--- config.mk ---
export PLATFORM = sky130hd
export DESIGN_NAME = cache_index_mapper
export DESIGN_NICKNAME = d
export VERILOG_FILES = /design/src/rtl/cim_pkg.sv /design/src/rtl/cim_cfg_bank.sv /design/src/rtl/cim_core_sel.sv /design/src/rtl/cim_xform.sv /design/src/rtl/cache_index_mapper.sv
export SDC_FILE = /design/constraint.sdc
export NUM_CORES = 1
export LEC_CHECK = 0
export ABC_AREA = 1
export ABC_CLOCK_PERIOD_IN_PS = 8800
export BUFFER_PORTS_ARGS = -buffer_cell sky130_fd_sc_hd__buf_2
export CAP_MARGIN = 20
export CORE_MARGIN = 8
export CORE_UTILIZATION = 50
export CTS_CLUSTER_SIZE = 14
export DETAILED_ROUTE_END_ITERATION = 8
export GPL_ROUTABILITY_DRIVEN = 0
export PLACE_DENSITY = 0.8
export SLEW_MARGIN = 20
export SYNTH_ARGS = -nofsm -noshare
export SYNTH_HDL_FRONTEND = slang
export SYNTH_HIERARCHICAL = 1
export SYNTH_SLANG_ARGS = --single-unit
--- constraint.sdc ---
create_clock -name clk -period 8.8 [get_ports clk]
set_input_delay 2.64 -clock clk [delete_from_list [all_inputs] [get_ports clk]]
set_output_delay 2.64 -clock clk [all_outputs]
set_load 0.005 [all_outputs]
--- src/rtl/cim_pkg.sv ---
package cim_pkg;

  localparam int unsigned CIM_IDX_W_DEF   = 10;
  localparam int unsigned CIM_CORES_DEF   = 4;
  localparam int unsigned CIM_ADD_W_DEF   = 2;

  // Candidate transform selector: bit0 = inversion, bit1 = non-zero addend
  typedef enum logic [1:0] {
    VAR_PLAIN = 2'b00,
    VAR_INV   = 2'b01,
    VAR_ADD   = 2'b10,
    VAR_BOTH  = 2'b11
  } cim_variant_e;

  function automatic cim_variant_e cim_pick(input logic inv, input logic add_nz);
    return cim_variant_e'({add_nz, inv});
  endfunction

endpackage

--- src/rtl/cim_cfg_bank.sv ---
module cim_cfg_bank #(
  parameter int unsigned N_CORES = 4,
  parameter int unsigned CFG_W   = 3,
  parameter int unsigned CORE_W  = 2
) (
  input  logic                       clk,
  input  logic                       rst_n,
  input  logic                       we,
  input  logic [CORE_W-1:0]          wr_core,
  input  logic [CFG_W-1:0]           wr_cfg,
  output logic [N_CORES*CFG_W-1:0]   cur_flat,
  output logic [N_CORES*CFG_W-1:0]   prev_flat
);

  for (genvar c = 0; c < N_CORES; c++) begin : g_core
    logic [CFG_W-1:0] cur_q;
    logic [CFG_W-1:0] prev_q;
    logic             hit;

    assign hit = we && (wr_core == CORE_W'(c));

    always_ff @(posedge clk) begin
      if (!rst_n) begin
        cur_q  <= '0;
        prev_q <= '0;
      end else if (hit) begin
        cur_q  <= wr_cfg;
        prev_q <= cur_q;
      end
    end

    assign cur_flat[c*CFG_W +: CFG_W]  = cur_q;
    assign prev_flat[c*CFG_W +: CFG_W] = prev_q;
  end

endmodule

--- src/rtl/cim_core_sel.sv ---
module cim_core_sel #(
  parameter int unsigned N_CORES = 4,
  parameter int unsigned CFG_W   = 3,
  parameter int unsigned CORE_W  = 2
) (
  input  logic [N_CORES*CFG_W-1:0] flat,
  input  logic [CORE_W-1:0]        core,
  output logic [CFG_W-1:0]         cfg
);

  always_comb begin
    cfg = '0;
    for (int c = 0; c < N_CORES; c++) begin
      if (core == CORE_W'(c)) cfg = flat[c*CFG_W +: CFG_W];
    end
  end

endmodule

--- src/rtl/cim_xform.sv ---
module cim_xform
  import cim_pkg::*;
#(
  parameter int unsigned IDX_W = 10,
  parameter int unsigned ADD_W = 2
) (
  input  logic [IDX_W-1:0] idx,
  input  logic             inv,
  input  logic [ADD_W-1:0] add_sel,
  output logic [IDX_W-1:0] mapped
);

  localparam int unsigned LOW_W = IDX_W - ADD_W;

  logic [IDX_W-1:0] cand_plain;
  logic [IDX_W-1:0] cand_inv;
  logic [IDX_W-1:0] cand_add;
  logic [IDX_W-1:0] cand_both;
  cim_variant_e     variant;

  assign cand_plain = idx;
  assign cand_inv   = ~idx;

  if (ADD_W == 1) begin : g_flip
    // A single select bit adds half the set count: a plain MSB flip
    assign cand_add  = {cand_plain[IDX_W-1] ^ add_sel[0], cand_plain[LOW_W-1:0]};
    assign cand_both = {cand_inv[IDX_W-1]   ^ add_sel[0], cand_inv[LOW_W-1:0]};
  end else begin : g_adder
    // Short adder confined to the upper bits; carry out is dropped
    function automatic logic [ADD_W-1:0] top_sum(input logic [ADD_W-1:0] t,
                                                 input logic [ADD_W-1:0] a);
      return t + a;
    endfunction
    assign cand_add  = {top_sum(cand_plain[IDX_W-1:LOW_W], add_sel), cand_plain[LOW_W-1:0]};
    assign cand_both = {top_sum(cand_inv[IDX_W-1:LOW_W], add_sel),   cand_inv[LOW_W-1:0]};
  end

  assign variant = cim_pick(inv, |add_sel);

  always_comb begin
    unique case (variant)
      VAR_PLAIN: mapped = cand_plain;
      VAR_INV:   mapped = cand_inv;
      VAR_ADD:   mapped = cand_add;
      VAR_BOTH:  mapped = cand_both;
      default:   mapped = cand_plain;
    endcase
  end

endmodule

--- src/rtl/cache_index_mapper.sv ---
module cache_index_mapper
  import cim_pkg::*;
#(
  parameter int unsigned IDX_W   = CIM_IDX_W_DEF,
  parameter int unsigned N_CORES = CIM_CORES_DEF,
  parameter int unsigned ADD_W   = CIM_ADD_W_DEF,
  localparam int unsigned CORE_W = (N_CORES > 1) ? $clog2(N_CORES) : 1,
  localparam int unsigned CFG_W  = 1 + ADD_W
) (
  input  logic              clk,
  input  logic              rst_n,
  input  logic              cfg_we,
  input  logic [CORE_W-1:0] cfg_core,
  input  logic              cfg_inv,
  input  logic [ADD_W-1:0]  cfg_add,
  input  logic [CORE_W-1:0] req_core,
  input  logic [IDX_W-1:0]  req_index,
  output logic [IDX_W-1:0]  cur_index,
  output logic [IDX_W-1:0]  prev_index
);

  // Named internal events for the checker
  logic                     cfg_commit;
  logic [CFG_W-1:0]         cfg_word;
  logic [N_CORES*CFG_W-1:0] cur_cfg_flat;
  logic [N_CORES*CFG_W-1:0] prev_cfg_flat;
  logic [CFG_W-1:0]         sel_cur_cfg;
  logic [CFG_W-1:0]         sel_prev_cfg;

  assign cfg_commit = cfg_we;
  assign cfg_word   = {cfg_inv, cfg_add};

  cim_cfg_bank #(.N_CORES(N_CORES), .CFG_W(CFG_W), .CORE_W(CORE_W)) u_bank (
    .clk       (clk),
    .rst_n     (rst_n),
    .we        (cfg_commit),
    .wr_core   (cfg_core),
    .wr_cfg    (cfg_word),
    .cur_flat  (cur_cfg_flat),
    .prev_flat (prev_cfg_flat)
  );

  cim_core_sel #(.N_CORES(N_CORES), .CFG_W(CFG_W), .CORE_W(CORE_W)) u_sel_cur (
    .flat (cur_cfg_flat),
    .core (req_core),
    .cfg  (sel_cur_cfg)
  );

  cim_core_sel #(.N_CORES(N_CORES), .CFG_W(CFG_W), .CORE_W(CORE_W)) u_sel_prev (
    .flat (prev_cfg_flat),
    .core (req_core),
    .cfg  (sel_prev_cfg)
  );

  cim_xform #(.IDX_W(IDX_W), .ADD_W(ADD_W)) u_xf_cur (
    .idx     (req_index),
    .inv     (sel_cur_cfg[CFG_W-1]),
    .add_sel (sel_cur_cfg[ADD_W-1:0]),
    .mapped  (cur_index)
  );

  cim_xform #(.IDX_W(IDX_W), .ADD_W(ADD_W)) u_xf_prev (
    .idx     (req_index),
    .inv     (sel_prev_cfg[CFG_W-1]),
    .add_sel (sel_prev_cfg[ADD_W-1:0]),
    .mapped  (prev_index)
  );

endmodule

# Word-level counts from Yosys, hierarchy flattened
# Cells that the tools add are included.
# totals
elab_cells	45
reg_bits	24
out_inout_bits	20
# op_classes
n_addsub	4
n_eq_ne	12
n_bitwise	1
reduce_logical	10
muxes	10
# ops
operator	count
$pmux W10 S4	2
$mux W3	8
$eq A2 B2 Y1 const B	8
$not A10 Y10	1
$add A2 B2 Y2	4
$eq A2 B1 Y1 const B	4
$logic_not A2 Y1	4
$logic_and A1 B1 Y1	4
$reduce_or A2 Y1	2

# Longest topological paths before layout
# depth
depth_word	8
depth_mapped	15

# Cells and area by module
# Netlist, hierarchy kept.
# by_module_without_submodules
mod	seq_area_each_um2	area_per_inst_um2	n_inst	cells_each
cim_cfg_bank	480.5	1007.2	1	157
cim_xform	0.0	230.2	2	38
cim_core_sel	0.0	112.6	2	20

# Worst setup path before layout
# No wires, ideal clock.
# synth_timing
kind	input to output
from	input req_core[1]
to	output prev_index[9]
n_path_buf	2
path_stages	14
setup_slack_ns	2.180
t_arrival_ns	3.980
path_cell_list	buf_4 -> inv_2 -> nand3_1 -> nand4_1 -> buf_6 -> nand2_2 -> xor2_1 -> ha_1 -> inv_1 -> nand2_1 -> nand2_1 -> nand2_1 -> nand3_1 -> nand2_1
# synth_between
elab_cells_between_ends	16
cone_classes	2 x add/sub; 6 x eq/ne; 5 x mux; 3 x reduce/logical
# synth_lines
item	line_no	text
start: declaration	cache_index_mapper.sv:16	input logic [CORE_W-1:0] req_core,
$logic_not A2 Y1	cim_core_sel.sv:14	if (core == CORE_W'(c)) cfg = flat[c*CFG_W +: CFG_W];
$mux W3 (3 in a row)	cim_core_sel.sv:14	
$mux W3 (*)	cim_core_sel.sv:14	
net sel_prev_cfg[2]	cache_index_mapper.sv:28	logic [CFG_W-1:0] sel_prev_cfg;
$eq A2 B2 Y1 (tied with other cells)	cim_xform.sv:41	unique case (variant)
$pmux W10 S4 (*)	cim_xform.sv:41	
end: declaration	cache_index_mapper.sv:19	output logic [IDX_W-1:0] prev_index
# The timed path passes the listed nets; every way through them passes the cells marked *.

# Final worst setup path
# layout_timing
from	input req_core[0]
to	output cur_index[9]
# layout_between
elab_chain_cells	8
elab_cells_between_ends	16
cone_classes	2 x add/sub; 6 x eq/ne; 5 x mux; 3 x reduce/logical
# layout_lines
item	line_no	text
$logic_not A2 Y1	cim_core_sel.sv:14	
$mux W3 (3 in a row)	cim_core_sel.sv:14	
$mux W3 (*)	cim_core_sel.sv:14	
net sel_cur_cfg[1]	cache_index_mapper.sv:27	logic [CFG_W-1:0] sel_cur_cfg;
$reduce_or A2 Y1	cim_xform.sv:38	assign variant = cim_pick(inv, |add_sel);
$eq A2 B2 Y1 (tied with other cells)	cim_xform.sv:41	
$pmux W10 S4 (*)	cim_xform.sv:41	
end: declaration	cache_index_mapper.sv:18	output logic [IDX_W-1:0] cur_index,
# Marked as above.

==> results.txt <==
The worst slew slack as a fraction of its limit came out at 50.0%. In this run the register-to-register setup slack is 8080 ps. The largest voltage drop on the vdd net came out at 0.112 mV. The number of antenna violations at the first check in global routing came out at 0. The die is 74.2 um tall. The warning count from the yosys run is 6. The max capacitance violation total came out at 0.

In the routed design, unresolved DRC markers number 0. The cell area that synthesis handed to floorplanning was 1690 um2. The number of global-route vias before repair came out at 1337. The number of cells produced by synthesis is 273. The clock skew after layout came out at 3.26 ps. The minimum period implied by the final worst setup slack is 6970 ps. Summing the areas of all fa, ha and maj instances in the mapped netlist gives 1.48% of the synthesized area. The actual slew at the worst max-slew pin is 747 ps.

The x dimension of the die came out at 74.2 um. The met1 routing resource usage after global routing is 15.9%. The global routing usage on met2 is 21.0%.

The pin count of the biggest net entering global routing came out at 25. Yosys mapped the design onto 19 distinct sky130hd cell types. The net count of the mapped netlist came out at 295.

The H-tree depth came out at 1. At the later pin of the worst-skew pair, clock insertion delay measures 310 ps. The post-synthesis sequential element count came out at 24. The post-synthesis share of cell area spent on xor and xnor gates came out at 10.3%. The total wire length is 3.62 mm.

After detailed routing, the average wire length per cell comes to 10.3 um. TritonCTS built the clock tree. The met3 routing resource usage after global routing is 2.43%. The detailed router's first-iteration violation count came out at 79. The hold violation total from the final report came out at 0.

The setup-violating endpoint count in the final report came out at 0. The initial core utilization is 51.5%. The final layout net count is 328.

The compound-gate portion of the synthesized area is 3.40%. The post-synthesis to final-layout area growth came out at 12.3%. The number of nets still failing antenna checks after routing is 0. Sequential elements use 28.4% of the synthesized area. In this run the deepest clock path goes through 2 buffers.

The placed instances occupy a cell area of 1870 um2. The average size of a mapped cell came out at 6.20 um2. The count of vias placed by the detailed router came out at 1653.

The mux share of post-synthesis cell area came out at 0%. Of all nets on the critical path, the largest fanout is 16. The tree is rooted in a clkbuf_4. The clock slew at the register clock pins of the worst setup and hold paths came out at 130 ps. The first TritonRoute pass finished after 4 iterations. The number of buffers inserted during clock tree synthesis is 3. The flow ran to the end, and the final reports show no timing, DRC or antenna violations. In the final layout, the multi-input gates occupy 952 um2. The wire-length estimate of the detail-placed layout is 2.81 mm. The critical path arrival came out at 4330 ps. Setup repair after global routing left no endpoint under its margin. The worst hold path belongs to the class reg2reg. The cts-stage hold buffer count is 0. The overall power of the completed layout came out at 0.244 mW. The total power density per cell area is 129 nW/um2. The number of max-slew violations in the final report came out at 0. In this run the core area contains 21 standard-cell rows. The total congestion overflow is 0. The largest family of logic cells by synthesized area is simple AND/OR/NAND/NOR gates.

The setup TNS is 0 ps. Based on the critical path, the design can be clocked at up to 144 MHz. Post-CTS timing repair inserted 0 buffers for setup. Across every metal layer, demand over resource in global routing totals 13.0%.

The overall die area is 5500 um2. The number of vias per cell came out at 4.71. Summing the areas of all and, or, nand and nor instances in the mapped netlist gives 41.0% of the synthesized area.

The share of cells above drive strength 1 came out at 19.3%. STA classifies the critical path startpoint as an input port. The layer with the highest usage is met2. The leakage power of the design came out at 1.05 nW.

The total of fill cells in the finished design is 341. Pin placement for this block handled 40 I/O pins. STA classifies the critical path endpoint as a primary output. Input and output buffers added on the ports amount to 39. The share of the clock period used by the worst path is 79.2%. The global-route wire length before repair came out at 5.66 mm. The finished cells cover 1900 um2. The number of antenna diodes in the final layout is 0. The setup path with the least slack is of type in2out. The core region is 3280 um2. The number of gates resized after cts came out at 0. The sequential standard cell area came out at 480 um2. The number of sinks on the clock net came out at 24.

The data required time at the worst endpoint came out at 6160 ps.
[cell usage in the layout, fill, tap and decap left out]
cell type / n
nand3_1: 31
ha_1: 2
o21ai_1: 2
inv_2: 6
clkbuf_4: 3
buf_2: 39
buf_4: 2
clkbuf_8: 1
nand4_1: 8
o21ai_2: 2
nand2_1: 70
nor2_4: 2
inv_1: 38
xnor2_1: 2
nand2_2: 2
nand2_4: 2
nor2_1: 45
xor2_1: 18
dfxtp_1: 24
a21oi_1: 6
[critical path: stages]
cell	delay (ps)
buf_2	280
inv_1	120
nand3_1	90
nand4_1	140
inv_2	120
nand2_4	70
nand2_2	60
xor2_1	150
ha_1	220
inv_1	50
nand2_1	50
nand2_1	50
nand2_1	60
nand3_1	70
nand2_1	50
buf_2	110
[report_power, final]
group / switching (mW) / total (mW) / internal [mW]
clock network: 0.0324 / 0.0577 / 0.0253
registers: 0.00406 / 0.118 / 0.114
logic: 0.0399 / 0.0684 / 0.0286
total: 0.0764 / 0.244 / 0.168
[sequential cells by signal, indices dropped and copies added, names as in the netlist]
signal and cells:
u_bank/g_core.cur_q 12, u_bank/g_core.prev_q 12
[area by class of cell]
class,instances,share of cell area (%)
clock buffer,4,1.91
inverter,44,8.68
multi-input combinational,192,50.1
sequential,24,25.3
tap,46,3.03
timing repair buffer,41,11.1
[final timing paths]
check	start	end	depth (start not counted)
max	req_core[0]	cur_index[9]	16
min	u_bank/g_core[0].prev_q[0]	u_bank/g_core[0].prev_q[0]	2
max reg2reg	u_bank/g_core[0].cur_q[1]	u_bank/g_core[0].prev_q[1]	4
min reg2reg	u_bank/g_core[0].prev_q[0]	u_bank/g_core[0].prev_q[0]	2
[routing by layer]
metal	up-vias	part of all wire, %
met1	700	47
met3	8	8.3
met4	0	1.9
met2	50	43
li1	895	-
met5	-	0
[cells in the mapped netlist]
cell type | count | area [um2]
buf_6 | 4 | 45.0
nand2_2 | 2 | 12.5
inv_1 | 38 | 143
nor2_1 | 45 | 169
buf_2 | 7 | 35.0
o21ai_1 | 2 | 10.0
o21ai_2 | 2 | 17.5
a21oi_1 | 6 | 30.0
buf_4 | 2 | 15.0
dfxtp_1 | 24 | 480
inv_2 | 6 | 22.5
xor2_1 | 18 | 158
nand3_1 | 31 | 155
ha_1 | 2 | 25.0
nand2_1 | 70 | 263
nor2_4 | 2 | 22.5
nand4_1 | 8 | 50.1
xnor2_1 | 2 | 17.5
nand2_4 | 2 | 22.5
[cells by family after synthesis]
family / Yosys count
fa+ha+maj: 2
flops: 24
xor+xnor: 20
compound gates: 10
buf+inv: 57
simple gates: 160
[metrics by stage]
stage / util [%] / hold WS (ps) / cells / setup slack, ps
2_1_floorplan: - / 452 / 273 / 2180
3_3_place_gp: 56.8 / 475 / 347 / 1880
3_5_place_dp: 56.8 / 481 / 347 / 1840
4_1_cts: 57.9 / 513 / 351 / 1840
5_1_grt: 57.9 / 529 / 351 / 1570
6_report: 57.9 / 508 / 351 / 1830
No activity file was read; power rests on OpenSTA's default activity.
